<file path="src/rtl/eic_pkg.sv">
package eic_pkg;

    localparam int unsigned DATA_W = 32;

    localparam logic [DATA_W-1:0] OFF_PEND  = 32'h0000_1000;
    localparam logic [DATA_W-1:0] OFF_EN    = 32'h0000_2000;
    localparam logic [DATA_W-1:0] OFF_THR   = 32'h0020_0000;
    localparam logic [DATA_W-1:0] OFF_CLAIM = 32'h0020_0004;

    // Upper end (exclusive) of the per-source priority window
    localparam logic [DATA_W-1:0] PRIO_WIN_END = 32'h0000_1000;

    typedef enum logic [2:0] {
        SEL_NONE,
        SEL_PRIO,
        SEL_PEND,
        SEL_EN,
        SEL_THR,
        SEL_CLAIM
    } reg_sel_e;

endpackage

</file>
<file path="src/rtl/eic_cfg_regs.sv">
module eic_cfg_regs #(
    parameter int unsigned NSRC   = 31,
    parameter int unsigned PRIO_W = 3,
    localparam int unsigned IDX_W = $clog2(NSRC + 1)
) (
    input  logic                       clk,
    input  logic                       rst_n,
    input  logic                       wr_prio_i,
    input  logic [IDX_W-1:0]           wr_idx_i,
    input  logic                       wr_en_i,
    input  logic                       wr_thr_i,
    input  logic [PRIO_W-1:0]          fld_wdata_i,
    input  logic [NSRC:1]              en_wdata_i,
    output logic [NSRC:1][PRIO_W-1:0]  prio_o,
    output logic [NSRC:1]              en_o,
    output logic [PRIO_W-1:0]          thr_o
);

    typedef struct packed {
        logic [NSRC:1][PRIO_W-1:0] prio;
        logic [NSRC:1]             en;
        logic [PRIO_W-1:0]         thr;
    } cfg_t;

    cfg_t cfg_d, cfg_q;

    always_comb begin
        cfg_d = cfg_q;
        if (wr_prio_i) begin
            for (int k = 1; k <= NSRC; k++) begin
                if (wr_idx_i == IDX_W'(k)) cfg_d.prio[k] = fld_wdata_i;
            end
        end
        if (wr_en_i)  cfg_d.en  = en_wdata_i;
        if (wr_thr_i) cfg_d.thr = fld_wdata_i;
    end

    always_ff @(posedge clk or negedge rst_n) begin
        if (!rst_n) cfg_q <= '0;
        else        cfg_q <= cfg_d;
    end

    assign prio_o = cfg_q.prio;
    assign en_o   = cfg_q.en;
    assign thr_o  = cfg_q.thr;

    // a threshold write lands its low field at the next edge
    a_r5_thr_write: assert property (@(posedge clk) disable iff (!rst_n)
        wr_thr_i |=> thr_o == $past(fld_wdata_i));

    // an enable write replaces the bitmap
    a_r3_en_write: assert property (@(posedge clk) disable iff (!rst_n)
        wr_en_i |=> en_o == $past(en_wdata_i));

    // priority of a source changes only through its own write
    for (genvar k = 1; k <= NSRC; k++) begin : g_prio_chk
        a_r2_prio_hold: assert property (@(posedge clk) disable iff (!rst_n)
            !(wr_prio_i && wr_idx_i == IDX_W'(k)) |=> $stable(prio_o[k]));
    end

endmodule

</file>
<file path="src/rtl/eic_gateway.sv">
module eic_gateway #(
    parameter int unsigned NSRC = 31,
    localparam int unsigned IDX_W = $clog2(NSRC + 1)
) (
    input  logic              clk,
    input  logic              rst_n,
    input  logic [NSRC:1]     src_i,
    input  logic              claim_i,
    input  logic [IDX_W-1:0]  claim_id_i,
    input  logic              cpl_i,
    input  logic [IDX_W-1:0]  cpl_id_i,
    output logic [NSRC:1]     pend_o
);

    typedef struct packed {
        logic [NSRC:1] pend;
        logic [NSRC:1] busy;
    } gw_t;

    gw_t gw_d, gw_q;
    logic [NSRC:1] take_hit;
    logic [NSRC:1] done_hit;

    always_comb begin
        for (int k = 1; k <= NSRC; k++) begin
            take_hit[k] = claim_i && (claim_id_i == IDX_W'(k));
            done_hit[k] = cpl_i   && (cpl_id_i   == IDX_W'(k));
        end
        gw_d.busy = (gw_q.busy & ~done_hit) | take_hit;
        gw_d.pend = (gw_q.pend & ~take_hit) | (src_i & ~gw_d.busy);
    end

    always_ff @(posedge clk or negedge rst_n) begin
        if (!rst_n) gw_q <= '0;
        else        gw_q <= gw_d;
    end

    assign pend_o = gw_q.pend;

    for (genvar k = 1; k <= NSRC; k++) begin : g_gw_chk
        // a claim moves the source from pending into service
        a_r7_claim_moves: assert property (@(posedge clk) disable iff (!rst_n)
            (claim_i && claim_id_i == IDX_W'(k)) |=> (!gw_q.pend[k] && gw_q.busy[k]));
        // no new request while in service
        a_r7_busy_blocks: assert property (@(posedge clk) disable iff (!rst_n)
            gw_q.busy[k] |-> !gw_q.pend[k]);
        // completion of a source not in service leaves it idle
        a_r9_stray_done: assert property (@(posedge clk) disable iff (!rst_n)
            (cpl_i && cpl_id_i == IDX_W'(k) && !gw_q.busy[k]) |=> !gw_q.busy[k]);
        // a latched request survives until claimed
        a_r12_latched: assert property (@(posedge clk) disable iff (!rst_n)
            (gw_q.pend[k] && !(claim_i && claim_id_i == IDX_W'(k))) |=> gw_q.pend[k]);
    end

endmodule

</file>
<file path="src/rtl/eic_arbiter.sv">
module eic_arbiter #(
    parameter int unsigned NSRC   = 31,
    parameter int unsigned PRIO_W = 3,
    localparam int unsigned IDX_W = $clog2(NSRC + 1)
) (
    input  logic [NSRC:1]             pend_i,
    input  logic [NSRC:1]             en_i,
    input  logic [NSRC:1][PRIO_W-1:0] prio_i,
    input  logic [PRIO_W-1:0]         thr_i,
    output logic [NSRC:1]             elig_o,
    output logic [IDX_W-1:0]          win_id_o
);

    logic [PRIO_W-1:0] best_prio;

    always_comb begin
        for (int k = 1; k <= NSRC; k++) begin
            elig_o[k] = pend_i[k] && en_i[k] && (prio_i[k] > thr_i);
        end
        // Scan from the top number down; ">=" lets a lower number take a tie
        best_prio = '0;
        win_id_o  = '0;
        for (int i = NSRC; i >= 1; i--) begin
            if (elig_o[i] && (prio_i[i] >= best_prio)) begin
                best_prio = prio_i[i];
                win_id_o  = IDX_W'(i);
            end
        end
    end

endmodule

</file>
<file path="src/rtl/ext_irq_ctrl.sv">
module ext_irq_ctrl #(
    parameter int unsigned NSRC   = 31,
    parameter int unsigned PRIO_W = 3,
    parameter int unsigned ADDR_W = 22,
    localparam int unsigned IDX_W = $clog2(NSRC + 1)
) (
    input  logic                      clk,
    input  logic                      rst_n,
    input  logic [NSRC:1]             src_i,
    input  logic                      req_i,
    input  logic                      wr_i,
    input  logic [ADDR_W-1:0]         addr_i,
    input  logic [eic_pkg::DATA_W-1:0] wdata_i,
    output logic [eic_pkg::DATA_W-1:0] rdata_o,
    output logic                      irq_o
);
    import eic_pkg::*;

    typedef struct packed {
        logic irq;
    } top_t;

    top_t top_d, top_q;

    reg_sel_e                  sel;
    logic [DATA_W-1:0]         addr_w;
    logic [IDX_W-1:0]          prio_idx;
    logic [NSRC:1][PRIO_W-1:0] prio;
    logic [NSRC:1]             en;
    logic [PRIO_W-1:0]         thr;
    logic [NSRC:1]             pend;
    logic [NSRC:1]             elig;
    logic [IDX_W-1:0]          win_id;
    logic                      claim_go;
    logic                      cpl_go;
    logic                      rd_go;

    // Offset decode
    always_comb begin
        addr_w   = DATA_W'(addr_i);
        sel      = SEL_NONE;
        prio_idx = '0;
        if (addr_w < PRIO_WIN_END && addr_w[1:0] == 2'b00) begin
            for (int k = 1; k <= NSRC; k++) begin
                if (addr_w[DATA_W-1:2] == (DATA_W-2)'(k)) begin
                    sel      = SEL_PRIO;
                    prio_idx = IDX_W'(k);
                end
            end
        end else if (addr_w == OFF_PEND) begin
            sel = SEL_PEND;
        end else if (addr_w == OFF_EN) begin
            sel = SEL_EN;
        end else if (addr_w == OFF_THR) begin
            sel = SEL_THR;
        end else if (addr_w == OFF_CLAIM) begin
            sel = SEL_CLAIM;
        end
    end

    assign rd_go    = req_i && !wr_i;
    assign claim_go = rd_go && (sel == SEL_CLAIM) && (win_id != '0);
    assign cpl_go   = req_i && wr_i && (sel == SEL_CLAIM) &&
                      (wdata_i <= DATA_W'(NSRC));

    eic_cfg_regs #(.NSRC(NSRC), .PRIO_W(PRIO_W)) u_cfg (
        .clk         (clk),
        .rst_n       (rst_n),
        .wr_prio_i   (req_i && wr_i && sel == SEL_PRIO),
        .wr_idx_i    (prio_idx),
        .wr_en_i     (req_i && wr_i && sel == SEL_EN),
        .wr_thr_i    (req_i && wr_i && sel == SEL_THR),
        .fld_wdata_i (wdata_i[PRIO_W-1:0]),
        .en_wdata_i  (wdata_i[NSRC:1]),
        .prio_o      (prio),
        .en_o        (en),
        .thr_o       (thr)
    );

    eic_gateway #(.NSRC(NSRC)) u_gw (
        .clk        (clk),
        .rst_n      (rst_n),
        .src_i      (src_i),
        .claim_i    (claim_go),
        .claim_id_i (win_id),
        .cpl_i      (cpl_go),
        .cpl_id_i   (wdata_i[IDX_W-1:0]),
        .pend_o     (pend)
    );

    eic_arbiter #(.NSRC(NSRC), .PRIO_W(PRIO_W)) u_arb (
        .pend_i   (pend),
        .en_i     (en),
        .prio_i   (prio),
        .thr_i    (thr),
        .elig_o   (elig),
        .win_id_o (win_id)
    );

    // Read data mux
    always_comb begin
        rdata_o = '0;
        if (rd_go) begin
            unique case (sel)
                SEL_PRIO: begin
                    for (int k = 1; k <= NSRC; k++) begin
                        if (prio_idx == IDX_W'(k)) rdata_o = DATA_W'(prio[k]);
                    end
                end
                SEL_PEND:  rdata_o = DATA_W'({pend, 1'b0});
                SEL_EN:    rdata_o = DATA_W'({en, 1'b0});
                SEL_THR:   rdata_o = DATA_W'(thr);
                SEL_CLAIM: rdata_o = DATA_W'(win_id);
                default:   rdata_o = '0;
            endcase
        end
    end

    always_comb begin
        top_d     = top_q;
        top_d.irq = |elig;
    end

    always_ff @(posedge clk or negedge rst_n) begin
        if (!rst_n) top_q <= '0;
        else        top_q <= top_d;
    end

    assign irq_o = top_q.irq;

    // request line follows the eligible set one edge later
    a_r10_irq_rise: assert property (@(posedge clk) disable iff (!rst_n)
        (|elig) |=> irq_o);
    a_r10_irq_fall: assert property (@(posedge clk) disable iff (!rst_n)
        !(|elig) |=> !irq_o);

    // nothing eligible means no winner
    a_r6_zero_when_idle: assert property (@(posedge clk) disable iff (!rst_n)
        !(|elig) |-> win_id == '0);

    for (genvar k = 1; k <= NSRC; k++) begin : g_arb_chk
        // eligibility needs priority above threshold
        a_r5_above_thr: assert property (@(posedge clk) disable iff (!rst_n)
            elig[k] |-> (prio[k] > thr && en[k] && pend[k]));
        // no eligible source beats the winner
        a_r6_best_wins: assert property (@(posedge clk) disable iff (!rst_n)
            elig[k] |-> (win_id != '0 &&
                        (prio[k] < prio[win_id] ||
                         (prio[k] == prio[win_id] && IDX_W'(k) >= win_id))));
    end

endmodule

</file>
<file path="config.mk">
export PLATFORM = sky130hd
export DESIGN_NAME = ext_irq_ctrl
export DESIGN_NICKNAME = d
export VERILOG_FILES = /design/src/rtl/eic_pkg.sv /design/src/rtl/eic_cfg_regs.sv /design/src/rtl/eic_gateway.sv /design/src/rtl/eic_arbiter.sv /design/src/rtl/ext_irq_ctrl.sv
export SDC_FILE = /design/constraint.sdc
export NUM_CORES = 1
export LEC_CHECK = 0
export BUFFER_PORTS_ARGS = -buffer_cell sky130_fd_sc_hd__buf_2
export CAP_MARGIN = 20
export CORE_AREA = 5 5 210 232
export CTS_CLUSTER_DIAMETER = 100
export CTS_CLUSTER_SIZE = 10
export DETAILED_ROUTE_END_ITERATION = 10
export DIE_AREA = 0 0 215 237
export RECOVER_POWER = 50
export SLEW_MARGIN = 20
export SYNTH_ARGS = -nofsm -noshare
export SYNTH_HDL_FRONTEND = slang
export SYNTH_SLANG_ARGS = --single-unit
</file>
<file path="constraint.sdc">
create_clock -name clk -period 149.7 [get_ports clk]
set_input_delay 22.455 -clock clk [delete_from_list [all_inputs] [get_ports clk]]
set_output_delay 22.455 -clock clk [all_outputs]
set_load 0.03 [all_outputs]
</file>
==> results.py <==
metrics = {
    "critical_path": {
        "reg2reg_slack_ns": 101.94,
        "max_stage_delay_ns": 1.64,
        "reg2reg_depth": 207,
        "cp.arrival_ns": 47.77,
        "worstSetupEndpointType": "output port",
        "timing.rr.end": "u_gw.pend_o[26]",
        "worst_path_max_delay_cell": "clkbuf_1",
        "crit_type": "reg -> out",
        "r2r_start": "u_cfg.thr_o[2]",
        "crit_required_ns": 127.25,
        "crit_top_cell": "ha_1",
        "cp-start-kind": "flop",
        "crit_fanout": 30,
    },
    "floorplanning": {
        "coreArea_mm2": 0.0462,
        "io_pins": 122,
        "die-width_um": 215,
        "die_y_um": 237,
        "dieArea_mm2": 0.0510,
        "initial_core_util_pct": 34.4,
        "rows": 83,
    },
    "place": {
        "place_hpwl_mm": 46.6,
        "portBuffers": 121,
        "place.gp.congestion": 0.942,
        "pre_cts_slack_ns": 81.62,
    },
    "cts": {
        "cts_buffer_depth": 2,
        "cts_tree": "done",
        "htree_levels": 4,
        "clk_pin_slew_ns": 0.07,
        "ctsResizeCount": 0,
        "cts_sinks": 190,
        "holdBufCountCts": 0,
        "clock-root-buffer": "clkbuf_16",
        "cts_made_buffers": 17,
        "clk-insertion-delay-late_ns": 0.47,
        "cts_setup_buffers": 0,
    },
    "pwr": {
        "leakage_nw": 7.71,
        "p_per_area_mw_per_mm2": 5.96,
        "total_power_w": 0.000106,
        "ir_drop_v": 0.00000616,
    },
    "layout": {
        "drive_gt1_share_pct": 17.0,
        "nets": 2161,
        "area_growth_pct": 11.8,
        "fin_util_pct": 38.5,
    },
    "logic_synthesis": {
        "synthFlopType": "dfrtp_1",
        "ys_top_cells_by_area": "dfrtp_1, ha_1, mux2_2, o21ai_0, nand2_1",
        "synth_top_family_by_area": "compound AO/OA/AOI/OAI gates",
        "synth_cell_types": 103,
        "synth-compound-area-share_pct": 25.9,
        "ys_seq_area_share_pct": 29.9,
        "yosysWarnings": 0,
        "ys_top_cells_by_count": "dfrtp_1, nand2_1, o21ai_0, a21oi_1, ha_1",
        "syn-num-nets": 2065,
        "synth_mux_area_share_pct": 9.31,
        "synthAdderAreaFrac_pct": 11.4,
        "syn_area_mm2": 0.0159,
        "syn-instance-count": 1842,
        "synth_edf_count": 0,
        "synth-simple-area-share_pct": 19.8,
        "ys_seq_elements": 190,
        "synth_xor_xnor_area_share_pct": 0,
        "yosysMostFrequentCell": "dfrtp_1",
        "yosys.area.top_type_share_pct": 29.9,
        "synth_area_leader_cell": "dfrtp_1",
        "syn_area_per_cell_um2": 8.63,
        "synthArstFlopShare_pct": 100,
    },
    "run_status": {
        "violations": "max-capacitance violations, max-slew violations",
        "status": "finished with violations",
    },
    "timing": {
        "worst_pin_slew_ns": 4.38,
        "fin_ws_ns": 79.48,
        "skew_ns": 0.0138,
        "post-route-period-util_pct": 46.9,
        "rsz0062_at_grt": "no",
        "tns_ns": 0,
        "maxSlewViolCount": 226,
        "hold_viol_final": 0,
        "slew_headroom_pct": -192,
        "setup_viol": 0,
        "fmaxAchievable_ghz": 0.0142,
        "hold_ws_ns": 0.509,
        "period_minus_slack_ns": 70.22,
    },
    "routing": {
        "dr_total_vias": 15700,
        "routedWlPerCell_um": 23.5,
        "first_pass_iters": 6,
        "wirelength_mm": 59.9,
        "vias_per_cell": 6.14,
        "final_antenna_net_count": 0,
        "drt_iter0_markers": 1384,
        "drt_drc_violations_left": 0,
    },
    "global_routing": {
        "grt-ovfl-total": 0,
        "grt_pass1_wl_mm": 91.9,
        "antenna_found_initial": 6,
        "grt_pass1_vias": 15500,
        "grt_usage_pct": 22.8,
        "grt_max_degree": 78,
    },
    "min_path": {
        "min_to": "u_cfg.prio_o[87]",
        "min_path_cells": 1,
        "hp-start": "u_cfg.prio_o[87]",
        "min_path_type": "reg -> reg",
    },
    "flow_run": {
        "maxCapViolCount": 4,
    },
}
registers in the layout, summed over array words and instances, names as in the netlist:
name,cells
irq_o,1
u_cfg.en_o,31
u_cfg.prio_o,93
u_cfg.thr_o,3
u_gw.gw_q,31
u_gw.pend_o,31
cells by family (layout without fill, tap and decap cells):
logic type | count (synthesis) | count (layout)
and+or+nand+nor | 616 | 616
AOI/OAI and AO/OA | 603 | 603
DFF | 190 | 190
buffers and inverters | 154 | 263
adders and majority gates | 147 | 147
muxes | 132 | 132
other | 0 | 3
worst max-delay path by stage:
stage	startpoint	to	slack, ns	cells after the start
floorplan	u_cfg.thr_o[1]	rdata_o[4]	86.12	210
global placement	u_cfg.prio_o[91]	rdata_o[4]	83.17	208
detailed placement	u_cfg.prio_o[91]	rdata_o[4]	81.62	210
CTS	u_cfg.prio_o[91]	rdata_o[4]	80.88	210
global route	u_cfg.thr_o[2]	rdata_o[4]	75.62	210
finish	u_cfg.thr_o[2]	rdata_o[4]	79.48	208
layout make-up:
class,count,area (um2)
Clock inverter,15,218
Tap cell,595,744
Antenna cell,3,7.51
Timing Repair Buffer,138,716
Fill cell,4641,28400
Sequential cell,190,4750
Inverter,93,349
Clock buffer,17,425
Multi-Input combinational cell,1498,10600
layer usage:
metal  vias to the layer above  wire, um  GRT usage, %
met4                         4      2230          8.30
met1                      7697     24600          28.5
met3                       131      4570          5.02
li1                       7169         -             -
met2                       654     28400          38.7
met5                         -        25             0
report_power, final:
| part | internal [W] | switching, W |
|---|---|---|
| clock network | 0.0000258 | 0.0000246 |
| logic | 0.00000106 | 0.00000321 |
| registers | 0.0000513 | 0.0000000000376 |
cell usage in the layout, fill, tap and decap left out, types with 14 or more instances in the layout:
cell and n:
a21oi_1 134, nand2b_1 39, nand4_1 17, a22oi_1 32, and2_1 27, mux2i_1 14
a221oi_1 17, nor3_1 30, nor2_1 117, o31ai_1 17, o21a_1 26, and3_1 29
dfrtp_1 190, nand2_1 181, mux2_2 117, nand3_1 59, nor2b_1 29, buf_2 119
a31oi_1 34, clkbuf_16 17, inv_1 92, o21ai_0 144, a211oi_1 14, a21o_1 23
ha_1 134, nor4_1 19
stage by stage:
step	cells	area (um2)
2_1_floorplan	1842	15900
3_3_place_gp	2514	17200
3_5_place_dp	2514	17200
4_1_cts	2546	17800
5_1_grt	2547	17800
6_report	2549	17800
worst max-delay path, delay by kind of cell (launching register included):
family / cells / cell delay, ns
flip-flops: 1 / 0.40
multiplexers: 7 / 2.66
AND/OR/NAND/NOR: 75 / 12.19
adder cells (fa/ha/maj): 42 / 12.75
AO/OA/AOI/OAI: 77 / 16.95
buffers and inverters: 7 / 2.33
No activity file was read; power rests on OpenSTA's default activity.
